[config.mk]
export PLATFORM = sky130hd
export DESIGN_NAME = intc_reg_front
export DESIGN_NICKNAME = d
export VERILOG_FILES = /design/src/rtl/intc_pkg.sv /design/src/rtl/intc_idx_decode.sv /design/src/rtl/intc_lvt_bank.sv /design/src/rtl/intc_read_mux.sv /design/src/rtl/intc_reg_front.sv
export SDC_FILE = /design/constraint.sdc
export NUM_CORES = 1
export LEC_CHECK = 0
export BUFFER_PORTS_ARGS = -buffer_cell sky130_fd_sc_hd__buf_2
export CORE_MARGIN = 4
export CORE_UTILIZATION = 55
export CTS_BUF_LIST = sky130_fd_sc_hd__clkbuf_8
export CTS_CLUSTER_SIZE = 20
export DETAILED_ROUTE_END_ITERATION = 12
export GPL_ROUTABILITY_DRIVEN = 0
export PLACE_DENSITY = 0.78
export SLEW_MARGIN = 15
export SYNTH_ARGS = -nofsm -noshare
export SYNTH_HDL_FRONTEND = slang
export SYNTH_SLANG_ARGS = --single-unit
[constraint.sdc]
create_clock -name clk -period 3.9 [get_ports clk]
set_clock_uncertainty 0.1 [all_clocks]
set_input_delay 0.78 -clock clk [delete_from_list [all_inputs] [get_ports clk]]
set_output_delay 0.78 -clock clk [all_outputs]
set_load 0.05 [all_outputs]
[src/rtl/intc_pkg.sv]
package intc_pkg;

  // register index map (index = byte address [11:4])
  localparam logic [7:0] IX_VERSION = 8'h03;
  localparam logic [7:0] IX_PRIO    = 8'h0A;
  localparam logic [7:0] IX_SPUR    = 8'h0F;
  localparam logic [7:0] IX_INSVC0  = 8'h10;
  localparam logic [7:0] IX_TRIG0   = 8'h18;
  localparam logic [7:0] IX_REQ0    = 8'h20;
  localparam logic [7:0] IX_ERR     = 8'h28;
  localparam logic [7:0] IX_CMD0    = 8'h30;
  localparam logic [7:0] IX_LVT0    = 8'h32;
  localparam logic [7:0] IX_INIT    = 8'h38;
  localparam logic [7:0] IX_CUR     = 8'h39;
  localparam logic [7:0] IX_DIV     = 8'h3E;

  localparam logic [1:0] SZ_WORD = 2'd2;

  typedef enum logic [3:0] {
    RK_NONE, RK_VER, RK_PRIO, RK_SPUR, RK_INSVC, RK_TRIG, RK_REQ,
    RK_ERR, RK_CMD, RK_LVT, RK_INIT, RK_CUR, RK_DIV
  } reg_kind_e;

  typedef enum logic [1:0] {
    BK_INSVC = 2'd0, BK_TRIG = 2'd1, BK_REQ = 2'd2, BK_NONE = 2'd3
  } bank_e;

endpackage

[src/rtl/intc_idx_decode.sv]
module intc_idx_decode
  import intc_pkg::*;
#(
  parameter int N_LVT = 6
) (
  input  logic [7:0] idx,
  output reg_kind_e  kind,
  output logic [2:0] sub
);

  localparam logic [7:0] LVT_END = IX_LVT0 + 8'(N_LVT);

  always_comb begin
    kind = RK_NONE;
    sub  = 3'd0;
    if (idx == IX_VERSION) begin
      kind = RK_VER;
    end else if (idx == IX_PRIO) begin
      kind = RK_PRIO;
    end else if (idx == IX_SPUR) begin
      kind = RK_SPUR;
    end else if (idx[7:3] == IX_INSVC0[7:3]) begin
      kind = RK_INSVC;
      sub  = idx[2:0];
    end else if (idx[7:3] == IX_TRIG0[7:3]) begin
      kind = RK_TRIG;
      sub  = idx[2:0];
    end else if (idx[7:3] == IX_REQ0[7:3]) begin
      kind = RK_REQ;
      sub  = idx[2:0];
    end else if (idx == IX_ERR) begin
      kind = RK_ERR;
    end else if (idx[7:1] == IX_CMD0[7:1]) begin
      kind = RK_CMD;
      sub  = {2'b00, idx[0]};
    end else if ((idx >= IX_LVT0) && (idx < LVT_END)) begin
      kind = RK_LVT;
      sub  = idx[2:0] - IX_LVT0[2:0];
    end else if (idx == IX_INIT) begin
      kind = RK_INIT;
    end else if (idx == IX_CUR) begin
      kind = RK_CUR;
    end else if (idx == IX_DIV) begin
      kind = RK_DIV;
    end
  end

endmodule

[src/rtl/intc_lvt_bank.sv]
module intc_lvt_bank #(
  parameter int N_LVT = 6,
  parameter int DW    = 32,
  parameter int MASK_BIT = 16
) (
  input  logic          clk,
  input  logic          rst_n,
  input  logic          wr_en,
  input  logic [2:0]    wr_sel,
  input  logic [DW-1:0] wr_data,
  input  logic [2:0]    rd_sel,
  output logic [DW-1:0] rd_data,
  output logic [DW-1:0] entry0
);

  localparam logic [DW-1:0] RST_VAL = DW'(1) << MASK_BIT;

  logic [DW-1:0] ents [N_LVT];

  for (genvar g = 0; g < N_LVT; g++) begin : g_ent
    logic          hit;
    logic [DW-1:0] ent_q;
    logic [DW-1:0] ent_d;

    assign hit = wr_en && (wr_sel == 3'(g));

    always_comb begin
      ent_d = wr_data;
    end

    always_ff @(posedge clk or negedge rst_n) begin
      if (!rst_n) begin
        ent_q <= RST_VAL;
      end else if (hit) begin
        ent_q <= ent_d;
      end
    end

    assign ents[g] = ent_q;


    lvt_hold_chk: assert property (@(posedge clk) disable iff (!rst_n)
      !(wr_en && (wr_sel == 3'(g))) |=> $stable(ents[g]));
  end

  always_comb begin
    rd_data = '0;
    for (int i = 0; i < N_LVT; i++) begin
      if (rd_sel == 3'(i)) rd_data = ents[i];
    end
  end

  assign entry0 = ents[0];

endmodule

[src/rtl/intc_read_mux.sv]
module intc_read_mux
  import intc_pkg::*;
#(
  parameter int DW      = 32,
  parameter int SPUR_W  = 9,
  parameter int DIV_W   = 4
) (
  input  reg_kind_e         kind,
  input  logic              sub0,
  input  logic              word_ok,
  input  logic [DW-1:0]     ver_word,
  input  logic [DW-1:0]     prio,
  input  logic [SPUR_W-1:0] spur,
  input  logic [DW-1:0]     bank_word,
  input  logic              err_ill,
  input  logic [DW-1:0]     cmd_lo,
  input  logic [DW-1:0]     cmd_hi,
  input  logic [DW-1:0]     lvt_word,
  input  logic [DW-1:0]     init_word,
  input  logic [DW-1:0]     cur_word,
  input  logic [DIV_W-1:0]  div_word,
  output logic [DW-1:0]     rdata
);

  localparam int ERR_BIT = 7;

  logic [DW-1:0] sel_word;

  always_comb begin
    unique case (kind)
      RK_VER:   sel_word = ver_word;
      RK_PRIO:  sel_word = prio;
      RK_SPUR:  sel_word = DW'(spur);
      RK_INSVC,
      RK_TRIG,
      RK_REQ:   sel_word = bank_word;
      RK_ERR:   sel_word = DW'(err_ill) << ERR_BIT;
      RK_CMD:   sel_word = sub0 ? cmd_hi : cmd_lo;
      RK_LVT:   sel_word = lvt_word;
      RK_INIT:  sel_word = init_word;
      RK_CUR:   sel_word = cur_word;
      RK_DIV:   sel_word = DW'(div_word);
      default:  sel_word = '0;
    endcase
  end

  assign rdata = word_ok ? sel_word : '0;

endmodule

[src/rtl/intc_reg_front.sv]
module intc_reg_front
  import intc_pkg::*;
#(
  parameter int          N_LVT  = 6,
  parameter int          DW     = 32,
  parameter logic [7:0]  VER_ID = 8'h11,
  parameter int          SPUR_W = 9,
  parameter int          DIV_W  = 4
) (
  input  logic             clk,
  input  logic             rst_n,
  input  logic             sel,
  input  logic             we,
  input  logic [11:0]      addr,
  input  logic [1:0]       size,
  input  logic [DW-1:0]    wdata,
  output logic [DW-1:0]    rdata,
  output logic             rvalid,
  output logic [1:0]       stat_kind,
  output logic [2:0]       stat_word,
  input  logic [DW-1:0]    stat_data,
  input  logic [DW-1:0]    prio_in,
  input  logic [DW-1:0]    cur_count,
  output logic [DW-1:0]    timer_lvt,
  output logic [DW-1:0]    init_count,
  output logic [DIV_W-1:0] divide_cfg,
  output logic             sv_enable,
  output logic             timer_cfg_pulse
);

  localparam logic [SPUR_W-1:0] SPUR_RST = SPUR_W'(8'hFF);
  localparam logic [DIV_W-1:0]  DIV_KEEP = DIV_W'(4'hB);
  localparam logic [DW-1:0]     VER_WORD =
    DW'({8'(N_LVT - 1), 8'h00, VER_ID});

  // ---------------- request side decode ----------------
  logic [7:0] req_idx;
  reg_kind_e  req_kind;
  logic [2:0] req_sub;
  logic       req_word, wr_fire, rd_fire, acc_bad, timer_hit;

  assign req_idx = addr[11:4];

  intc_idx_decode #(.N_LVT(N_LVT)) u_req_dec (
    .idx  (req_idx),
    .kind (req_kind),
    .sub  (req_sub)
  );

  assign req_word  = (size == SZ_WORD);
  assign wr_fire   = sel && we && req_word;
  assign rd_fire   = sel && !we;
  assign acc_bad   = sel && req_word && (req_kind == RK_NONE);
  assign timer_hit = wr_fire && ((req_kind == RK_INIT) ||
                                 ((req_kind == RK_LVT) && (req_sub == 3'd0)));

  // ---------------- state ----------------
  logic [7:0]        rd_idx_q, rd_idx_d;
  logic              rd_word_q, rd_word_d;
  logic              rvalid_q, rvalid_d;
  logic [SPUR_W-1:0] spur_q, spur_d;
  logic [DW-1:0]     cmd_lo_q, cmd_lo_d, cmd_hi_q, cmd_hi_d;
  logic [DW-1:0]     init_q, init_d;
  logic [DIV_W-1:0]  div_q, div_d;
  logic              ill_q, ill_d;
  logic              pulse_q, pulse_d;
  logic              cfg_en;

  // next-state logic
  always_comb begin
    rd_idx_d  = rd_fire ? req_idx : rd_idx_q;
    rd_word_d = rd_fire ? req_word : rd_word_q;
    rvalid_d  = rd_fire;
    pulse_d   = timer_hit;
    spur_d    = spur_q;
    cmd_lo_d  = cmd_lo_q;
    cmd_hi_d  = cmd_hi_q;
    init_d    = init_q;
    div_d     = div_q;
    ill_d     = ill_q;
    if (wr_fire) begin
      unique case (req_kind)
        RK_SPUR: spur_d = wdata[SPUR_W-1:0];
        RK_CMD: begin
          if (req_sub[0]) cmd_hi_d = wdata;
          else            cmd_lo_d = wdata;
        end
        RK_INIT: init_d = wdata;
        RK_DIV:  div_d  = wdata[DIV_W-1:0] & DIV_KEEP;
        RK_ERR:  ill_d  = 1'b0;
        default: ;
      endcase
    end
    if (acc_bad) ill_d = 1'b1;
  end

  assign cfg_en = wr_fire || acc_bad;

  // register process: read pipeline
  always_ff @(posedge clk or negedge rst_n) begin
    if (!rst_n) begin
      rd_idx_q  <= 8'h00;
      rd_word_q <= 1'b0;
      rvalid_q  <= 1'b0;
      pulse_q   <= 1'b0;
    end else begin
      rvalid_q <= rvalid_d;
      pulse_q  <= pulse_d;
      if (rd_fire) begin
        rd_idx_q  <= rd_idx_d;
        rd_word_q <= rd_word_d;
      end
    end
  end

  // register process: configuration
  always_ff @(posedge clk or negedge rst_n) begin
    if (!rst_n) begin
      spur_q   <= SPUR_RST;
      cmd_lo_q <= '0;
      cmd_hi_q <= '0;
      init_q   <= '0;
      div_q    <= '0;
      ill_q    <= 1'b0;
    end else if (cfg_en) begin
      spur_q   <= spur_d;
      cmd_lo_q <= cmd_lo_d;
      cmd_hi_q <= cmd_hi_d;
      init_q   <= init_d;
      div_q    <= div_d;
      ill_q    <= ill_d;
    end
  end

  // ---------------- vector table ----------------
  reg_kind_e     rd_kind;
  logic [2:0]    rd_sub;
  logic [DW-1:0] lvt_rd;

  intc_idx_decode #(.N_LVT(N_LVT)) u_rd_dec (
    .idx  (rd_idx_q),
    .kind (rd_kind),
    .sub  (rd_sub)
  );

  intc_lvt_bank #(.N_LVT(N_LVT), .DW(DW)) u_lvt (
    .clk     (clk),
    .rst_n   (rst_n),
    .wr_en   (wr_fire && (req_kind == RK_LVT)),
    .wr_sel  (req_sub),
    .wr_data (wdata),
    .rd_sel  (rd_sub),
    .rd_data (lvt_rd),
    .entry0  (timer_lvt)
  );

  // ---------------- read path ----------------
  always_comb begin
    unique case (rd_kind)
      RK_INSVC: stat_kind = BK_INSVC;
      RK_TRIG:  stat_kind = BK_TRIG;
      RK_REQ:   stat_kind = BK_REQ;
      default:  stat_kind = BK_NONE;
    endcase
  end
  assign stat_word = rd_sub;

  intc_read_mux #(.DW(DW), .SPUR_W(SPUR_W), .DIV_W(DIV_W)) u_mux (
    .kind      (rd_kind),
    .sub0      (rd_sub[0]),
    .word_ok   (rd_word_q),
    .ver_word  (VER_WORD),
    .prio      (prio_in),
    .spur      (spur_q),
    .bank_word (stat_data),
    .err_ill   (ill_q),
    .cmd_lo    (cmd_lo_q),
    .cmd_hi    (cmd_hi_q),
    .lvt_word  (lvt_rd),
    .init_word (init_q),
    .cur_word  (cur_count),
    .div_word  (div_q),
    .rdata     (rdata)
  );

  assign rvalid          = rvalid_q;
  assign init_count      = init_q;
  assign divide_cfg      = div_q;
  assign sv_enable       = spur_q[SPUR_W-1];
  assign timer_cfg_pulse = pulse_q;

  // ---------------- assertions ----------------

  rvalid_set_chk: assert property (@(posedge clk) disable iff (!rst_n)
    (sel && !we) |=> rvalid);


  rvalid_clr_chk: assert property (@(posedge clk) disable iff (!rst_n)
    !(sel && !we) |=> !rvalid);


  narrow_zero_chk: assert property (@(posedge clk) disable iff (!rst_n)
    (sel && !we && (size != SZ_WORD)) |=> (rdata == '0));


  pulse_src_chk: assert property (@(posedge clk) disable iff (!rst_n)
    $rose(timer_cfg_pulse) |-> $past(sel && we && (size == SZ_WORD) &&
      ((addr[11:4] == IX_LVT0) || (addr[11:4] == IX_INIT))));


  err_sticky_chk: assert property (@(posedge clk) disable iff (!rst_n)
    (ill_q && !(sel && we && (size == SZ_WORD) && (addr[11:4] == IX_ERR)))
      |=> ill_q);

endmodule

==> results.sh <==
export IMPL_critPathRequiredTime_ns=3.02
export IMPL_cts_buffers=51
export IMPL_synth_async_reset_ratio=1.00
export IMPL_seq_area_sq_um=7830
export IMPL_ys_top_cells_by_count="dfrtp_1, mux2_2, o21ai_0"
export IMPL_ys_seq_area_frac=0.482
export IMPL_cp_end_kind="output port"
export IMPL_grt_pass1_wl_mm=82.6
export IMPL_dpl_cell_count=1983
export IMPL_clkPwrFrac=0.390
export IMPL_synthesis_area_sq_um=16200
export IMPL_yosysTopAreaCellShare=0.460
export IMPL_worst_slew_pin_slew_ns=1.02
export IMPL_postLayoutCellArea_sq_um=20500
export IMPL_startpoint_type="flip-flop"
export IMPL_cap_viol_max_count=0
export IMPL_drtIter0Drc=1567
export IMPL_syn_to_final_growth_pct=26.0
export IMPL_path_max_fanout=16
export IMPL_synthesis_nets=1545
export IMPL_htreeDepth=2
export IMPL_cts_tree="done"
export IMPL_status="finished, violations left"
export IMPL_die_area_sq_um=32300
export IMPL_fmax_mhz=241
export IMPL_wl_per_cell_um=25.8
export IMPL_core_sq_um=28900
export IMPL_track_usage=0.318
export IMPL_placed_cell_area_sq_um=18200
export IMPL_ys_warn_count=0
export IMPL_worst_slew_margin_rel=0.318
export IMPL_drc=0
export IMPL_violations="setup timing"
export IMPL_worst_slack_ns=-0.255
export IMPL_power_switching_mw=2.10
export IMPL_grt_setup_unrepaired="true"
export IMPL_path_class="reg2out"
export IMPL_clockRootBuffer="clkbuf_8"
export IMPL_ys_ff_latch=312
export IMPL_cts_buffer_depth=3
export IMPL_viasPerCell=6.68
export IMPL_final_cells=2114
export IMPL_synth_edf_count=0
export IMPL_ir_worst_vdd_v=0.000250
export IMPL_postLayoutCoreUtil=0.707
export IMPL_hpwl_mm=33.3
export IMPL_whs_ns=0.0818
export IMPL_cp_arrival_ns=3.28
export IMPL_portBuffers=248
export IMPL_synth_distinct_cells=85
export IMPL_period_needed_ns=4.16
export IMPL_ys_flop_type="dfrtp_1"
export IMPL_vias=14116
export IMPL_die_x_um=180
export IMPL_wirelength_mm=54.6
export IMPL_worst_hold_path_type="in2async"
export IMPL_power_mw=7.26
export IMPL_synth_largest_area_cell="dfrtp_1"
export IMPL_nNetsFinal=1841
export IMPL_die_height_um=180
export IMPL_maxSlewViolCount=0
export IMPL_setup_viol=32
export IMPL_ios=254
export IMPL_period_share=1.07
export IMPL_path_clk_slew_ns=0.06
export IMPL_synth_most_common_cell="dfrtp_1"
export IMPL_grt_ovfl_total=0
export IMPL_cts_sinks=312
export IMPL_fill_cells=1918
export IMPL_leakage_nw=9.98
export IMPL_hold_viol_final=0
export IMPL_reg2regPathDepth=2
export IMPL_drive_above_1_share=0.475
export IMPL_ys_top_cells_by_area="dfrtp_1, mux2_2, mux2_1"
export IMPL_grt_max_degree=83
export IMPL_place_ws_ns=0.0632
export IMPL_internal_power_mw=5.17
export IMPL_power_density_nw_per_um2=355
export IMPL_holdBufCountCts=0
export IMPL_antenna_found_initial=1
export IMPL_syn_area_per_cell_sq_um=11.6
export IMPL_clk_latency_ns=0.59
export IMPL_multi_input_area_sq_um=8330
export IMPL_comb_power_share=0.152
export IMPL_rows=62
export IMPL_seq_power_share=0.457
export IMPL_drtAntennaViolNets=0
export IMPL_final_setup_tns_ns=-5.08
export IMPL_start_util=0.561
export IMPL_netlist_instances=1395
export IMPL_drt_first_pass_iters=5
export IMPL_p_sw_frac=0.288
export IMPL_grt_pass1_vias=14349
[sequential cells by signal, summed over array words and instances (netlist names)]
register and cells:
u_lvt.entry0 32, u_lvt.g_ent.ent_q 160, rd_word_q 1, cmd_lo_q 32, cmd_hi_q 32, rvalid 1
ill_q 1, timer_cfg_pulse 1, init_count 32, divide_cfg 3, spur_q 9, rd_idx_q 8
[area by class of cell]
cell class | count | share of cell area
diodes | 1 | 0.000122
clock buffers | 65 | 0.0437
clock inverters | 26 | 0.00538
inverters | 16 | 0.00330
multi-input cells | 943 | 0.407
flip-flops and latches | 312 | 0.383
well taps | 384 | 0.0235
repair buffers | 367 | 0.134
[critical path, cell delays in order, from the launching register on]
cell and delay [ns]:
dfrtp_1 0.43, buf_4 0.20, or3_1 0.45, nor4_2 0.39
nor3_2 0.14, a31oi_4 0.24, buf_12 0.21, o31a_1 0.22
a31o_1 0.14, buf_2 0.26
[what timing repair did]
item,in CTS,in global routing
pin swaps,46,15
gates cloned,4,2
gates resized for setup,162,45
setup buffers,23,10
endpoints found under the setup margin,32,32
[power by group through the flow]
stage / Combinational [mW] / Sequential, mW / Clock [mW]
floorplan: 0.464 / 3.36 / 0
global placement: 0.883 / 3.37 / 0
detailed placement: 0.902 / 3.37 / 0
CTS: 1.03 / 3.32 / 2.83
global route: 1.16 / 3.32 / 2.99
finish: 1.11 / 3.32 / 2.83
[path summary, 6_finish.rpt]
| path | from | endpoint | slack [ns] |
|---|---|---|---|
| max | rd_idx_q[5]$_DFFE_PN0P_ | rdata[3] | -0.26 |
| min in group clk | u_lvt.g_ent[4].ent_q[15]$_DFFE_PN0P_ | u_lvt.g_ent[4].ent_q[15]$_DFFE_PN0P_ | 0.39 |
| min | rst_n | divide_cfg[3]$_DFFE_PN0P_ | 0.08 |
| max in group asynchronous | rst_n | u_lvt.g_ent[5].ent_q[12]$_DFFE_PN0P_ | 2.72 |
| max reg2reg | rd_idx_q[0]$_DFFE_PN0P_ | rd_idx_q[0]$_DFFE_PN0P_ | 2.65 |
| min reg2reg | u_lvt.g_ent[4].ent_q[15]$_DFFE_PN0P_ | u_lvt.g_ent[4].ent_q[15]$_DFFE_PN0P_ | 0.39 |
[per-layer routing]
metal,track usage,routed length (um)
met3,0.0819,5620
met2,0.512,25800
met4,0.121,2380
met1,0.416,20800
met5,0,17
[logic make-up (layout without fill, tap and decap cells)]
family                     after synthesis  count (layout)  synth area share
muxes                                  372             372             0.255
AOI/OAI and AO/OA                      353             353             0.144
DFF                                    312             312             0.482
and+or+nand+nor                        213             213            0.0749
buffers and inverters                  140             474            0.0408
adders and majority gates                4               4           0.00308
other                                    1               2          0.000231
[placed cells by master (no fill, tap or decap), drive strengths merged, types with 6 or more instances in the layout]
cell type	Yosys	layout
a211oi	26	26
a21oi	43	43
a221oi	27	27
a22o	7	7
a22oi	18	18
a31o	8	8
a31oi	7	7
and3	7	7
buf	68	364
clkbuf	56	67
dfrtp	298	298
dfstp	14	14
inv	15	36
mux2	330	330
mux2i	42	42
nand2	29	29
nand3	63	63
nor2	33	33
nor3	22	22
nor4	6	6
o21a	11	11
o21ai	131	131
o22ai	22	22
o31a	6	6
or3	6	6
or3b	6	6
Power figures use the tool's default switching activity.
